## src/rtl/tcb_pkg.sv

```systemverilog
package tcb_pkg;
  localparam int REG_W  = 32;
  localparam int REG_AW = 8;

  // register byte offsets
  localparam logic [REG_AW-1:0] OFS_ENABLE = 8'h04;
  localparam logic [REG_AW-1:0] OFS_IRQCFG = 8'h08;
  localparam logic [REG_AW-1:0] OFS_STATUS = 8'h4C;
  localparam logic [REG_AW-1:0] OFS_RDPTR  = 8'h5C;
  localparam logic [REG_AW-1:0] OFS_WRPTR  = 8'h60;
  localparam logic [REG_AW-1:0] OFS_PURGE  = 8'h64;

  localparam logic [3:0] CLEAR_KEY = 4'hF;

  // strobes from control to datapath
  typedef struct packed {
    logic push;
    logic pop;
    logic rdLoad;
  } dpStrobe_t;

  // interrupt configuration, bit 2..0
  typedef struct packed {
    logic activeHigh;
    logic pulseMode;
    logic enable;
  } irqCfg_t;
endpackage

```

## src/rtl/tcb_datapath.sv

```systemverilog
module tcb_datapath
  import tcb_pkg::*;
#(
  parameter int          DATA_W     = 32,
  parameter logic [31:0] BASE_ADDR  = 32'h4000_0000,
  parameter int          BUF_WORDS  = 16,
  parameter int          PEND_DEPTH = 4
) (
  input  logic                       clk,
  input  logic                       rstN,
  input  dpStrobe_t                  strb,
  input  logic [DATA_W-1:0]          inData,
  input  logic [REG_W-1:0]           regWdata,
  output logic                       memWe,
  output logic [31:0]                memAddr,
  output logic [DATA_W-1:0]          memData,
  output logic [$clog2(PEND_DEPTH+1)-1:0] pendCount,
  output logic                       ptrEq,
  output logic                       loadHitsWr,
  output logic                       rdAddrOk,
  output logic [31:0]                rdAddr,
  output logic [31:0]                wrAddr
);
  localparam int BYTES  = DATA_W / 8;
  localparam int BSH    = $clog2(BYTES);
  localparam int IDX_W  = (BUF_WORDS > 1) ? $clog2(BUF_WORDS) : 1;
  localparam int PIDX_W = (PEND_DEPTH > 1) ? $clog2(PEND_DEPTH) : 1;
  localparam int CNT_W  = $clog2(PEND_DEPTH + 1);
  localparam logic [32:0] SPAN = 33'(BUF_WORDS * BYTES);

  logic [IDX_W-1:0]  wrIdx, rdIdx, loadIdx;
  logic [PIDX_W-1:0] head, tail;
  logic [DATA_W-1:0] pendMem [PEND_DEPTH];
  logic [32:0]       relAddr;

  function automatic logic [IDX_W-1:0] nextW(input logic [IDX_W-1:0] p);
    return (p == IDX_W'(BUF_WORDS - 1)) ? '0 : p + 1'b1;
  endfunction

  function automatic logic [PIDX_W-1:0] nextP(input logic [PIDX_W-1:0] p);
    return (p == PIDX_W'(PEND_DEPTH - 1)) ? '0 : p + 1'b1;
  endfunction

  // address filter for software read-pointer loads
  assign relAddr    = {1'b0, regWdata} - {1'b0, BASE_ADDR};
  assign rdAddrOk   = (relAddr < SPAN) && (regWdata[BSH-1:0] == '0);
  assign loadIdx    = relAddr[BSH +: IDX_W];
  assign loadHitsWr = (loadIdx == wrIdx);
  assign ptrEq      = (rdIdx == wrIdx);

  assign rdAddr  = BASE_ADDR + (32'(rdIdx) << BSH);
  assign wrAddr  = BASE_ADDR + (32'(wrIdx) << BSH);
  assign memWe   = strb.pop;
  assign memAddr = wrAddr;
  assign memData = pendMem[head];

  always_ff @(posedge clk) begin
    if (strb.push) pendMem[tail] <= inData;
  end

  always_ff @(posedge clk or negedge rstN) begin
    if (!rstN) begin
      head      <= '0;
      tail      <= '0;
      pendCount <= '0;
      wrIdx     <= '0;
      rdIdx     <= '0;
    end else begin
      if (strb.push) tail <= nextP(tail);
      if (strb.pop) begin
        head  <= nextP(head);
        wrIdx <= nextW(wrIdx);
      end
      if (strb.rdLoad) rdIdx <= loadIdx;
      case ({strb.push, strb.pop})
        2'b10:   pendCount <= pendCount + 1'b1;
        2'b01:   pendCount <= pendCount - 1'b1;
        default: pendCount <= pendCount;
      endcase
    end
  end


  wr_hold_chk: assert property (@(posedge clk) disable iff (!rstN)
    !strb.pop |=> $stable(wrIdx));

  rd_hold_chk: assert property (@(posedge clk) disable iff (!rstN)
    !strb.rdLoad |=> $stable(rdIdx));

  pop_has_data_chk: assert property (@(posedge clk) disable iff (!rstN)
    strb.pop |-> pendCount != '0);

  pend_bound_chk: assert property (@(posedge clk) disable iff (!rstN)
    pendCount <= CNT_W'(PEND_DEPTH));
endmodule

```

## src/rtl/tcb_control.sv

```systemverilog
module tcb_control
  import tcb_pkg::*;
#(
  parameter int PEND_DEPTH = 4
) (
  input  logic                       clk,
  input  logic                       rstN,
  input  logic                       inValid,
  output logic                       inReady,
  input  logic [REG_AW-1:0]          regAddr,
  input  logic                       regWe,
  input  logic [3:0]                 ctlWdata,
  output logic [REG_W-1:0]           regRdata,
  output logic                       irq,
  output dpStrobe_t                  strb,
  input  logic [$clog2(PEND_DEPTH+1)-1:0] pendCount,
  input  logic                       ptrEq,
  input  logic                       loadHitsWr,
  input  logic                       rdAddrOk,
  input  logic [31:0]                rdAddr,
  input  logic [31:0]                wrAddr
);
  localparam int CNT_W = $clog2(PEND_DEPTH + 1);

  logic    capEn, notEmpty, stallSeen, drainAct, pulseQ, levelQ;
  irqCfg_t irqCfg;
  logic    enableWr, cfgWr, statusClr, purgeWr, bufFull, neRise, irqAct;

  assign enableWr  = regWe && (regAddr == OFS_ENABLE);
  assign cfgWr     = regWe && (regAddr == OFS_IRQCFG);
  assign statusClr = regWe && (regAddr == OFS_STATUS) && (ctlWdata == CLEAR_KEY);
  assign purgeWr   = regWe && (regAddr == OFS_PURGE) && ctlWdata[0];

  assign bufFull = ptrEq && notEmpty;
  assign inReady = capEn && !bufFull && (pendCount < CNT_W'(PEND_DEPTH));

  assign strb.push   = inValid && inReady;
  assign strb.pop    = drainAct && (pendCount != '0) && !bufFull;
  assign strb.rdLoad = regWe && (regAddr == OFS_RDPTR) && rdAddrOk;

  assign neRise = strb.pop && !notEmpty;

  always_ff @(posedge clk or negedge rstN) begin
    if (!rstN) begin
      capEn     <= 1'b0;
      irqCfg    <= irqCfg_t'(3'b100);
      notEmpty  <= 1'b0;
      stallSeen <= 1'b0;
      drainAct  <= 1'b0;
      pulseQ    <= 1'b0;
      levelQ    <= 1'b0;
    end else begin
      if (enableWr) capEn <= ctlWdata[0];
      if (cfgWr)    irqCfg <= irqCfg_t'(ctlWdata[2:0]);

      if (strb.pop)                           notEmpty <= 1'b1;
      else if (statusClr)                     notEmpty <= 1'b0;
      else if (strb.rdLoad && loadHitsWr)     notEmpty <= 1'b0;

      if (inValid && capEn && bufFull)        stallSeen <= 1'b1;
      else if (statusClr)                     stallSeen <= 1'b0;

      if (purgeWr || pendCount == CNT_W'(PEND_DEPTH))
        drainAct <= 1'b1;
      else if (pendCount == '0 ||
               (pendCount == CNT_W'(1) && strb.pop && !strb.push))
        drainAct <= 1'b0;

      pulseQ <= neRise && irqCfg.enable && irqCfg.pulseMode;

      if (neRise && irqCfg.enable && !irqCfg.pulseMode) levelQ <= 1'b1;
      else if (!irqCfg.enable || irqCfg.pulseMode || statusClr) levelQ <= 1'b0;
    end
  end

  assign irqAct = irqCfg.pulseMode ? pulseQ : levelQ;
  assign irq    = irqCfg.activeHigh ? irqAct : !irqAct;

  always_comb begin
    case (regAddr)
      OFS_ENABLE: regRdata = {31'b0, capEn};
      OFS_IRQCFG: regRdata = {29'b0, irqCfg};
      OFS_STATUS: regRdata = {29'b0, stallSeen, bufFull, notEmpty};
      OFS_RDPTR:  regRdata = rdAddr;
      OFS_WRPTR:  regRdata = wrAddr;
      OFS_PURGE:  regRdata = {31'b0, drainAct};
      default:    regRdata = '0;
    endcase
  end


  full_no_accept_chk: assert property (@(posedge clk) disable iff (!rstN)
    bufFull |-> !strb.push);

  full_holds_chk: assert property (@(posedge clk) disable iff (!rstN)
    bufFull && !strb.rdLoad && !statusClr |=> bufFull);

  clear_empties_chk: assert property (@(posedge clk) disable iff (!rstN)
    statusClr && !strb.pop |=> !notEmpty);

  discard_chk: assert property (@(posedge clk) disable iff (!rstN)
    strb.rdLoad && loadHitsWr && !strb.pop |=> !bufFull);

  pulse_once_chk: assert property (@(posedge clk) disable iff (!rstN)
    pulseQ |=> !pulseQ);
endmodule

```

## src/rtl/tcb_sink.sv

```systemverilog
module tcb_sink
  import tcb_pkg::*;
#(
  parameter int          DATA_W     = 32,
  parameter logic [31:0] BASE_ADDR  = 32'h4000_0000,
  parameter int          BUF_WORDS  = 16,
  parameter int          PEND_DEPTH = 4
) (
  input  logic              clk,
  input  logic              rstN,
  input  logic              inValid,
  output logic              inReady,
  input  logic [DATA_W-1:0] inData,
  output logic              memWe,
  output logic [31:0]       memAddr,
  output logic [DATA_W-1:0] memData,
  input  logic [7:0]        regAddr,
  input  logic              regWe,
  input  logic [31:0]       regWdata,
  output logic [31:0]       regRdata,
  output logic              irq
);
  localparam int CNT_W = $clog2(PEND_DEPTH + 1);

  dpStrobe_t        strb;
  logic [CNT_W-1:0] pendCount;
  logic             ptrEq, loadHitsWr, rdAddrOk;
  logic [31:0]      rdAddr, wrAddr;

  tcb_control #(.PEND_DEPTH(PEND_DEPTH)) uCtl (
    .clk(clk), .rstN(rstN), .inValid(inValid), .inReady(inReady),
    .regAddr(regAddr), .regWe(regWe), .ctlWdata(regWdata[3:0]),
    .regRdata(regRdata), .irq(irq), .strb(strb), .pendCount(pendCount),
    .ptrEq(ptrEq), .loadHitsWr(loadHitsWr), .rdAddrOk(rdAddrOk),
    .rdAddr(rdAddr), .wrAddr(wrAddr)
  );

  tcb_datapath #(
    .DATA_W(DATA_W), .BASE_ADDR(BASE_ADDR),
    .BUF_WORDS(BUF_WORDS), .PEND_DEPTH(PEND_DEPTH)
  ) uDp (
    .clk(clk), .rstN(rstN), .strb(strb), .inData(inData),
    .regWdata(regWdata), .memWe(memWe), .memAddr(memAddr),
    .memData(memData), .pendCount(pendCount), .ptrEq(ptrEq),
    .loadHitsWr(loadHitsWr), .rdAddrOk(rdAddrOk),
    .rdAddr(rdAddr), .wrAddr(wrAddr)
  );
endmodule

```

## config.mk

```make
export PLATFORM = sky130hd
export DESIGN_NAME = tcb_sink
export DESIGN_NICKNAME = d
export VERILOG_FILES = /design/src/rtl/tcb_pkg.sv /design/src/rtl/tcb_datapath.sv /design/src/rtl/tcb_control.sv /design/src/rtl/tcb_sink.sv
export SDC_FILE = /design/constraint.sdc
export NUM_CORES = 1
export LEC_CHECK = 0
export ABC_AREA = 0
export BUFFER_PORTS_ARGS = -buffer_cell sky130_fd_sc_hd__buf_2
export CAP_MARGIN = 20
export CORE_UTILIZATION = 52
export DETAILED_ROUTE_END_ITERATION = 8
export PLACE_DENSITY = 0.86
export SYNTH_ARGS = -nofsm -noshare
export SYNTH_HDL_FRONTEND = slang
export SYNTH_SLANG_ARGS = --single-unit
```

## constraint.sdc

```tcl
create_clock -name clk -period 5.1 [get_ports clk]
set_clock_uncertainty 0.05 [all_clocks]
set_input_delay 1.02 -clock clk [delete_from_list [all_inputs] [get_ports clk]]
set_output_delay 1.02 -clock clk [all_outputs]
set_load 0.01 [all_outputs]
```

==> results of run 1 <==
## per-stage QoR
| step | area [µm²] | power, mW |
|---|---|---|
| after global placement | 7180 | 2.44 |
| after CTS | 7790 | 3.70 |
| after detailed placement | 7210 | 2.49 |
| after floorplan | 6790 | 2.20 |
| after global routing | 7790 | 3.83 |
| final | 7790 | 3.66 |
## routing by layer
layer,wire (µm),GRT usage,vias to the layer above
met3,751,0.0545,17
met2,6300,0.337,144
li1,-,-,1656
met1,4770,0.222,1832
met5,0,0,-
met4,187,0.0710,0
## cell usage in the layout, fill, tap and decap left out, drive strengths merged, types with 3 or more instances in the layout
cell type / Yosys / final
nand4: 3 / 3
edfxtp: 128 / 128
dfrtp: 23 / 23
o21ai: 6 / 6
mux2: 13 / 13
and2: 4 / 4
clkinv: 0 / 3
nand3: 7 / 7
clkbuf: 5 / 22
nor3: 6 / 6
xnor2: 5 / 5
inv: 9 / 10
conb: 2 / 53
a22o: 4 / 4
ha: 11 / 11
nor2: 7 / 7
mux4: 32 / 32
buf: 58 / 124
nand2b: 3 / 3
nor4: 8 / 8
nand2: 12 / 12
nor3b: 3 / 3
xor2: 5 / 5
clkinvlp: 0 / 5
## state kept, by name, indices dropped and copies added (netlist names)
name and cells:
uDp.rdIdx 4, uCtl.irqCfg 3, uDp.head 2, uDp.tail 2, uCtl.capEn 1, uDp.pendMem 128, uCtl.levelQ 1, uDp.pendCount 3
uDp.wrIdx 4, uCtl.notEmpty 1, uCtl.stallSeen 1, uCtl.pulseQ 1, uCtl.drainAct 1
## final cells by class
type / instances / area, µm² / area share
sequential: 152 / 4450 / 0.570
inverter: 9 / 33.8 / 0.00433
clock buffer: 22 / 494 / 0.0634
timing repair buffer: 124 / 648 / 0.0831
clock inverter: 10 / 91.3 / 0.0117
tap: 168 / 210 / 0.0270
multi-input combinational: 209 / 1870 / 0.240
## worst min-delay path by stage
| stage | start | slack [ps] | to | cells after the start |
|---|---|---|---|---|
| 2_1_floorplan | uCtl.stallSeen | 420 | uCtl.stallSeen | 1 |
| 3_3_place_gp | uDp.pendCount[1] | 440 | uDp.pendCount[1] | 2 |
| 3_5_place_dp | uCtl.irqCfg[1] | 480 | uCtl.levelQ | 1 |
| 4_1_cts | uCtl.irqCfg[1] | 500 | uCtl.levelQ | 1 |
| 5_1_grt | uDp.pendCount[0] | 510 | uDp.pendCount[0] | 1 |
| 6_report | uDp.pendCount[1] | 490 | uDp.pendCount[1] | 2 |
## where the power goes
part / internal [mW] / switching, mW / total, mW / leakage (nW)
Clock: 0.734 / 0.473 / 1.21 / 0.277
Combinational: 0.487 / 0.421 / 0.908 / 1.26
Sequential: 1.41 / 0.141 / 1.55 / 1.45
## worst max-delay path, delay by kind of cell
family / cells / cell delay [ps]
buffers and inverters: 2 / 240
AOI/OAI and AO/OA: 2 / 420
and+or+nand+nor: 3 / 1030
## cells by family (layout without fill, tap and decap cells)
family,Yosys count,count (layout),share of synthesized area
adders and majority gates,11,11,0.0209
xor gates and xnor gates,10,10,0.0133
AOI/OAI and AO/OA,23,23,0.0262
muxes,47,47,0.134
other,2,53,0.00114
and+or+nand+nor,65,65,0.0578
buffers and inverters,72,165,0.0728
DFF,152,152,0.674
==> impl_metrics.csv, run 1 <==
group,metric,value,unit
hold_path,hp-class,"reg -> reg",
logic_synthesis,yosys-top-cells-count,"edfxtp_1, buf_4, mux4_2",
cells_and_area,fillers,883,
worst_setup_path,path_class,"in -> out",
worst_setup_path,max_stage_delay,500,ps
detailed_routing,vias,3649,
worst_setup_path,critPathLaunch,"regAddr[3]",
worst_setup_path,r2r_cells,5,
grt,grt_usage,0.191,
sta,slew_viol_final,0,
sta,rsz0062_at_grt,"false",
grt,antenna_found_initial,0,
worst_setup_path,path_common_cell,"buf_2",
floorplan,die_h,115,µm
sta,setup_slack,1320,ps
logic_synthesis,synthArstFlopShare,0.158,
worst_setup_path,worstPathArrival,2710,ps
cells_and_area,fin_nets,600,
sta,period_needed,3780,ps
detailed_routing,wl,12000,µm
worst_setup_path,crit_slowest_cell,"or3b_2",
clocking,cts.clk_slew.worst_paths,60,ps
placed_design,pre_cts_slack,1340,ps
sta,max_slew.worst_pin.slew,892,ps
sta,final_hold_viol_count,0,
pwr,ir_drop,225,µV
placed_design,placed_cells,662,
grt,grt_overflow,0,
clocking,clock_path_buffers,2,
pwr,power_leakage,2.99,nW
sta,slew_headroom,0.405,
floorplan,start_util,0.540,
clocking,cts_num_sinks,152,
detailed_routing,wire_per_inst,17.3,µm
worst_setup_path,crit_path_cell_trace,"buf_2 -> nor3_1 -> nand3_1 -> or3b_2 -> a211oi_1 -> a221o_1 -> buf_2",
worst_setup_path,critPathMaxFanout,4,
floorplan,dieArea,13100,µm²
sta,max_freq,265,MHz
floorplan,rows,40,
logic_synthesis,synth_top_cells_by_area,"edfxtp_1, mux4_2, dfrtp_1",
grt,grt_pass1_wl,18200,µm
clocking,cts_tree,"done",
logic_synthesis,synth_edf_count,128,
placed_design,routabilityCongestion,0.906,
logic_synthesis,synth_seq_area_share,0.674,
cells_and_area,area_growth,18.1,%
logic_synthesis,synth_cell_type_count,50,
worst_setup_path,r2r_slack,2220,ps
logic_synthesis,yosysMostFrequentCell,"edfxtp_1",
detailed_routing,drc,0,
placed_design,hpwlAfterDp,8160,µm
sta,worst_hold_slack,492,ps
logic_synthesis,yosys.area.top_type,"edfxtp_1",
worst_setup_path,reg2reg_to,"uDp.pendMem[3][31]",
placed_design,port_buffers,121,
outcome,status,"complete, no violations",
clocking,hold_buffers,0,
detailed_routing,drt_iter0_drc,198,
detailed_routing,drtPass1Iterations,4,
logic_synthesis,syn_inst,382,
cells_and_area,final_util,0.638,
clocking,cts.repair.resized,0,
cells_and_area,drive_above_1_share,0.405,
worst_setup_path,cp-start-kind,"input pin",
job,drv_cap,0,
clocking,cts-root-buf,"clkbuf_16",
clocking,post_cts_buffers,0,
floorplan,core,12200,µm²
logic_synthesis,syn_avg_cell_area,17.3,µm²
detailed_routing,vias_per_cell,5.26,
worst_setup_path,crit_path_end,"regRdata[2]",
clocking,worstSkewPairLatency,420,ps
clocking,h-tree-depth,4,
logic_synthesis,ys_warn_count,0,
grt,grt_max_degree,33,
sta,period_share,0.741,
floorplan,die_x,115,µm
worst_setup_path,critPathRequiredTime,4030,ps
worst_setup_path,r2r-start,"uDp.wrIdx[0]",
sta,setup_viol,0,
logic_synthesis,synth_seq_cells,152,
floorplan,io_pins,175,
logic_synthesis,synth-main-ff-cell,"edfxtp_1",
worst_setup_path,cp-end-kind,"output pin",
logic_synthesis,synth_top_area_share,0.582,
clocking,cts_buffers,17,
pwr,powerDensity,470,nW/µm²
grt,grt_pass1_vias,3633,
sta,tns,0,ps
cells_and_area,diodes,0,
logic_synthesis,synth.cell_area,6600,µm²
detailed_routing,final_antenna_net_count,0,
cells_and_area,instances_no_fill,694,
Note: power is estimated with default switching activity, not from simulation.
==> inputs of run 2 (changes only) <==
ABC_AREA = 1   (was 0)
PLACE_DENSITY = 0.85   (was 0.86)
clock period = 3.63 ns   (was 5.1 ns; I/O delays follow)
==> impl_metrics.csv, run 2 <==
group,metric,value,unit
outcome,status,"complete, no violations",
worst_setup_path,path_class,"reg -> out",
logic_synthesis,synth_xor_area_frac,0.0139,
cells_and_area,fin_nets,840,
placed_design,routabilityCongestion,0.864,
logic_synthesis,yosys-mux-area-fraction,0,
sta,max_freq,338,MHz
worst_setup_path,cp-end-kind,"output pin",
sta,slew_viol_final,0,
worst_setup_path,reg2reg_to,"uDp.pendCount[2]",
worst_setup_path,critPathBufInv,2,
floorplan,io_pins,175,
worst_setup_path,cpLargestDelayFamily,"buffers and inverters",
pwr,ir_drop,353,µV
worst_setup_path,crit_slowest_cell,"inv_1",
job,drv_cap,0,
logic_synthesis,yosysMostFrequentCell,"edfxtp_1",
logic_synthesis,syn_avg_cell_area,11.1,µm²
worst_setup_path,r2r_cells,11,
clocking,worstSkewPairLatency,410,ps
placed_design,placed_cells,906,
cells_and_area,diodes,0,
cells_and_area,regMostFlops,"uDp.pendMem",
floorplan,dieArea,13800,µm²
floorplan,rows,41,
grt,grt_overflow,0,
hold_path,hp-class,"in -> async",
worst_setup_path,critPathLaunch,"uDp.head[1]",
clocking,hold_buffers,0,
detailed_routing,vias_per_cell,5.19,
sta,slew_headroom,0.351,
logic_synthesis,synth_top_family_by_area,"simple AND/OR/NAND/NOR gates",
logic_synthesis,syn_inst,628,
cells_and_area,layout_commonest_cell,"edfxtp_1",
detailed_routing,final_antenna_net_count,0,
worst_setup_path,r2r-start,"uDp.wrIdx[0]",
clocking,cts_buffers,17,
clocking,clock_path_buffers,2,
logic_synthesis,synthArstFlopShare,0.158,
logic_synthesis,synth_top_cells_by_area,"edfxtp_1, dfrtp_1, buf_4",
detailed_routing,wl,13900,µm
logic_synthesis,ys_warn_count,0,
cells_and_area,layout_common_cells,"edfxtp_1, buf_2, nor2_1, nand2_1, o21ai_0",
logic_synthesis,yosys.area.top_type,"edfxtp_1",
worst_setup_path,r2r_slack,1480,ps
sta,final_hold_viol_count,0,
clocking,post_cts_buffers,0,
cells_and_area,area_growth,17.9,%
logic_synthesis,synth_cell_type_count,36,
logic_synthesis,synth_seq_area_share,0.640,
clocking,cts_num_sinks,152,
sta,period_share,0.816,
logic_synthesis,yosys-top-cells-count,"edfxtp_1, nor2_1, nand2_1",
logic_synthesis,synth-main-ff-cell,"edfxtp_1",
detailed_routing,drc,0,
worst_setup_path,crit_path_cell_trace,"inv_1 -> o21ai_0 -> o22ai_1 -> buf_2",
pwr,power_leakage,3.36,nW
floorplan,die_x,118,µm
worst_setup_path,worstPathArrival,2190,ps
sta,period_needed,2960,ps
clocking,cts.repair.resized,0,
cells_and_area,drive_above_1_share,0.240,
grt,grt_max_degree,68,
detailed_routing,drt_iter0_drc,297,
floorplan,die_h,118,µm
logic_synthesis,synth-compound-area-share,0.0906,
logic_synthesis,synth_edf_count,128,
sta,rsz0062_at_grt,"false",
floorplan,start_util,0.542,
worst_setup_path,cp-start-kind,"register",
detailed_routing,vias,4869,
cells_and_area,largest_reg_flops,128,
detailed_routing,wire_per_inst,14.8,µm
cells_and_area,reg_top3,"uDp.pendMem: 128 flops, uDp.rdIdx: 4 flops, uDp.wrIdx: 4 flops",
sta,tns,0,ps
worst_setup_path,worstSetupPathDepth,4,
logic_synthesis,synth_seq_cells,152,
sta,setup_viol,0,
logic_synthesis,synth_top_area_share,0.553,
logic_synthesis,synth.cell_area,6950,µm²
worst_setup_path,crit_path_end,"memData[24]",
clocking,h-tree-depth,4,
grt,antenna_found_initial,0,
placed_design,pre_cts_slack,1020,ps
floorplan,core,12800,µm²
worst_setup_path,critPathRequiredTime,2850,ps
cells_and_area,instances_no_fill,938,
clocking,cts.clk_slew.worst_paths,70,ps
grt,grt_pass1_wl,22100,µm
detailed_routing,drtPass1Iterations,5,
cells_and_area,fillers,933,
grt,grt_usage,0.205,
sta,setup_slack,668,ps
clocking,cts_tree,"done",
sta,max_slew.worst_pin.slew,973,ps
placed_design,hpwlAfterDp,8590,µm
grt,grt_pass1_vias,4684,
pwr,powerDensity,474,nW/µm²
placed_design,port_buffers,121,
logic_synthesis,yosys.area_share.simple,0.143,
worst_setup_path,max_stage_delay,710,ps
worst_setup_path,critPathMaxFanout,32,
logic_synthesis,synthAdderAreaFrac,0.0198,
clocking,cts-root-buf,"clkbuf_16",
==> run 2: area by class of cell <==
cell class              count  area, µm²  share of cell area
clock inverters            15        208              0.0254
repair buffers            128        658              0.0804
well taps                 172        215              0.0263
flip-flops and latches    152       4450               0.543
inverters                  39        151              0.0185
clock buffers              17        425              0.0519
multi-input cells         415       2090               0.255
==> run 2: logic make-up after synthesis <==
group,count (synthesis)
DFF,152
other,2
xor gates and xnor gates,11
AOI/OAI and AO/OA,113
and+or+nand+nor,227
buffers and inverters,112
adders and majority gates,11
==> run 2: worst min-delay path by stage <==
| stage | slack [ps] | from | end |
|---|---|---|---|
| finish | 230 | rstN | uCtl.irqCfg[1] |
| global route | 270 | rstN | uCtl.irqCfg[1] |
| CTS | 250 | rstN | uCtl.irqCfg[1] |
| detailed placement | 440 | uDp.rdIdx[3] | uDp.rdIdx[3] |
| global placement | 410 | uDp.rdIdx[3] | uDp.rdIdx[3] |
| floorplan | 380 | rstN | uCtl.capEn |
==> run 2: report_power, final <==
part           internal [mW]  switching, mW
Combinational         0.0413         0.0781
Sequential              1.90        0.00555
Clock                   1.12          0.744
Total                   3.06          0.828
==> run 2: through the flow <==
step	instance area (µm²)	hold slack, ps	power, mW	util
2_1_floorplan	7140	380	2.03	-
5_1_grt	8190	266	3.99	0.639
3_3_place_gp	7560	413	2.05	0.589
4_1_cts	8190	246	3.90	0.639
6_report	8190	234	3.89	0.639
3_5_place_dp	7560	442	2.06	0.589
==> run 2: routing by layer <==
| metal | share of wire | routed length, µm | track usage | vias up |
|---|---|---|---|---|
| met5 | 0 | 0 | 0 | - |
| met4 | 0.017 | 232 | 0.0713 | 0 |
| met1 | 0.39 | 5490 | 0.241 | 2281 |
| met2 | 0.51 | 7110 | 0.360 | 247 |
| met3 | 0.078 | 1080 | 0.0586 | 22 |
| li1 | - | - | - | 2319 |
==> inputs of run 3 (changes only) <==
clock period = 3 ns   (was 3.63 ns; I/O delays follow)
==> impl_metrics.csv, run 3 (synthesis gave the netlist of run 2 again) <==
group,metric,value,unit
detailed_routing,vias,4842,
clocking,cts_tree,"done",
cells_and_area,diodes,0,
pwr,power_frac_clock,0.467,
floorplan,die_h,118,µm
clocking,cts-root-buf,"clkbuf_16",
grt,use_met2,0.346,
grt,use_met1,0.251,
pwr,p_int,3.61,mW
floorplan,start_util,0.542,
grt,antenna_found_initial,0,
detailed_routing,drc,0,
detailed_routing,wire_per_inst,14.7,µm
cells_and_area,fin_nets,841,
sta,setup_viol,0,
cells_and_area,reg_top3,"uDp.pendMem: 128 flops, uDp.rdIdx: 4 flops, uDp.wrIdx: 4 flops",
cells_and_area,layout_common_cells,"edfxtp_1, buf_2, nor2_1, nand2_1, o21ai_0",
grt,grt_usage,0.206,
pwr,powerDensity,561,nW/µm²
floorplan,dieArea,13800,µm²
clocking,h-tree-depth,4,
grt,grt_max_degree,68,
hold_path,hp-class,"in -> async",
pwr,seqPwrFrac,0.501,
clocking,cts.clk_slew.worst_paths,60,ps
worst_setup_path,critPathRequiredTime,2350,ps
worst_setup_path,critPathMaxFanout,38,
cells_and_area,drive_above_1_share,0.239,
pwr,ir_drop,441,µV
placed_design,port_buffers,121,
floorplan,io_pins,175,
sta,max_freq,372,MHz
sta,rsz0062_at_grt,"false",
sta,slew_headroom,0.560,
sta,final_hold_viol_count,0,
placed_design,place_area,7590,µm²
detailed_routing,vias_per_cell,5.16,
cells_and_area,final_cell_area,8200,µm²
grt,grtUsageMet3,0.0547,
cells_and_area,area_growth,18.0,%
detailed_routing,drt_iter0_drc,364,
cells_and_area,regMostFlops,"uDp.pendMem",
pwr,power_leakage,3.35,nW
worst_setup_path,critPathLaunch,"uDp.head[0]",
sta,period_share,0.895,
worst_setup_path,worstPathArrival,2040,ps
detailed_routing,wl,13800,µm
worst_setup_path,cp-end-kind,"output pin",
sta,tns,0,ps
detailed_routing,drtPass1Iterations,5,
sta,slew_viol_final,0,
floorplan,die_x,118,µm
clocking,clock_path_buffers,2,
sta,period_needed,2690,ps
clocking,worstSkewPairLatency,410,ps
worst_setup_path,r2r-start,"uDp.wrIdx[0]",
cells_and_area,largest_reg_flops,128,
clocking,cts_buffers,17,
worst_setup_path,cp-start-kind,"register",
sta,max_slew.worst_pin.slew,659,ps
clocking,cts_num_sinks,152,
placed_design,routabilityCongestion,0.877,
grt,grt_busiest_layer,"met2",
clocking,post_cts_buffers,0,
outcome,status,"complete, no violations",
pwr,switching_power,0.988,mW
worst_setup_path,path_class,"reg -> out",
clocking,cts.repair.resized,0,
cells_and_area,layout_commonest_cell,"edfxtp_1",
grt,grt_pass1_wl,21800,µm
floorplan,core,12800,µm²
pwr,p_comb_frac,0.031,
cells_and_area,final_util,0.639,
grt,grt_overflow,0,
pwr,swShare,0.215,
placed_design,hpwlAfterDp,8430,µm
job,drv_cap,0,
detailed_routing,final_antenna_net_count,0,
grt,grt_pass1_vias,4561,
worst_setup_path,r2r_slack,840,ps
floorplan,rows,41,
clocking,hold_buffers,0,
[run 3: changes by cell type in the layout (fill, tap and decap cells not counted), sizes merged]
cell | before | now
buf | 128 | 129
inv | 48 | 46
clkinv | 3 | 5
clkinvlp | 0 | 1
bufinv | 3 | 2
[run 3: worst max-delay path: stages, from the launching register on]
cell and delay, ps:
dfrtp_2 400, inv_2 350, buf_12 270, o21ai_0 170, o22ai_1 240, buf_2 190
[run 3: power by group through the flow]
stage                     Sequential (mW)  Clock [mW]  Combinational [mW]
final                                2.30        2.15               0.144
after global placement               2.35           0               0.137
after CTS                            2.30        2.15               0.142
after floorplan                      2.35           0               0.112
after global routing                 2.30        2.26               0.162
after detailed placement             2.35           0               0.141
[run 3: per-layer routing]
metal	vias up	share of wire	routed length [µm]
met5	-	0	0
met4	0	0.018	254
met3	25	0.070	969
met2	214	0.50	6970
met1	2280	0.41	5610
li1	2323	-	-
[run 3: cell type report]
type / count / area [µm²]
inverter: 39 / 151
timing repair buffer: 129 / 691
clock inverter: 15 / 185
clock buffer: 17 / 425
multi-input combinational: 415 / 2090
fill: 939 / 4620
sequential: 152 / 4450
tap: 172 / 215
[run 3: worst paths after layout]
path,end,cells after the start
max,memData[25],5
min,uCtl.irqCfg[0],1
max reg2reg,uDp.pendCount[2],11
min reg2reg,uCtl.irqCfg[2],2
max in group asynchronous,uDp.head[0],1
min in group clk,uDp.pendMem[3][0],1
[run 3: metrics by stage]
step / cells / setup WS [ps] / hold slack [ps] / power [mW]
detailed placement: 907 / 686 / 431 / 2.49
global route: 939 / 252 / 149 / 4.73
floorplan: 679 / 175 / 254 / 2.46
finish: 939 / 314 / 105 / 4.60
CTS: 939 / 322 / 122 / 4.60
global placement: 907 / 710 / 415 / 2.49
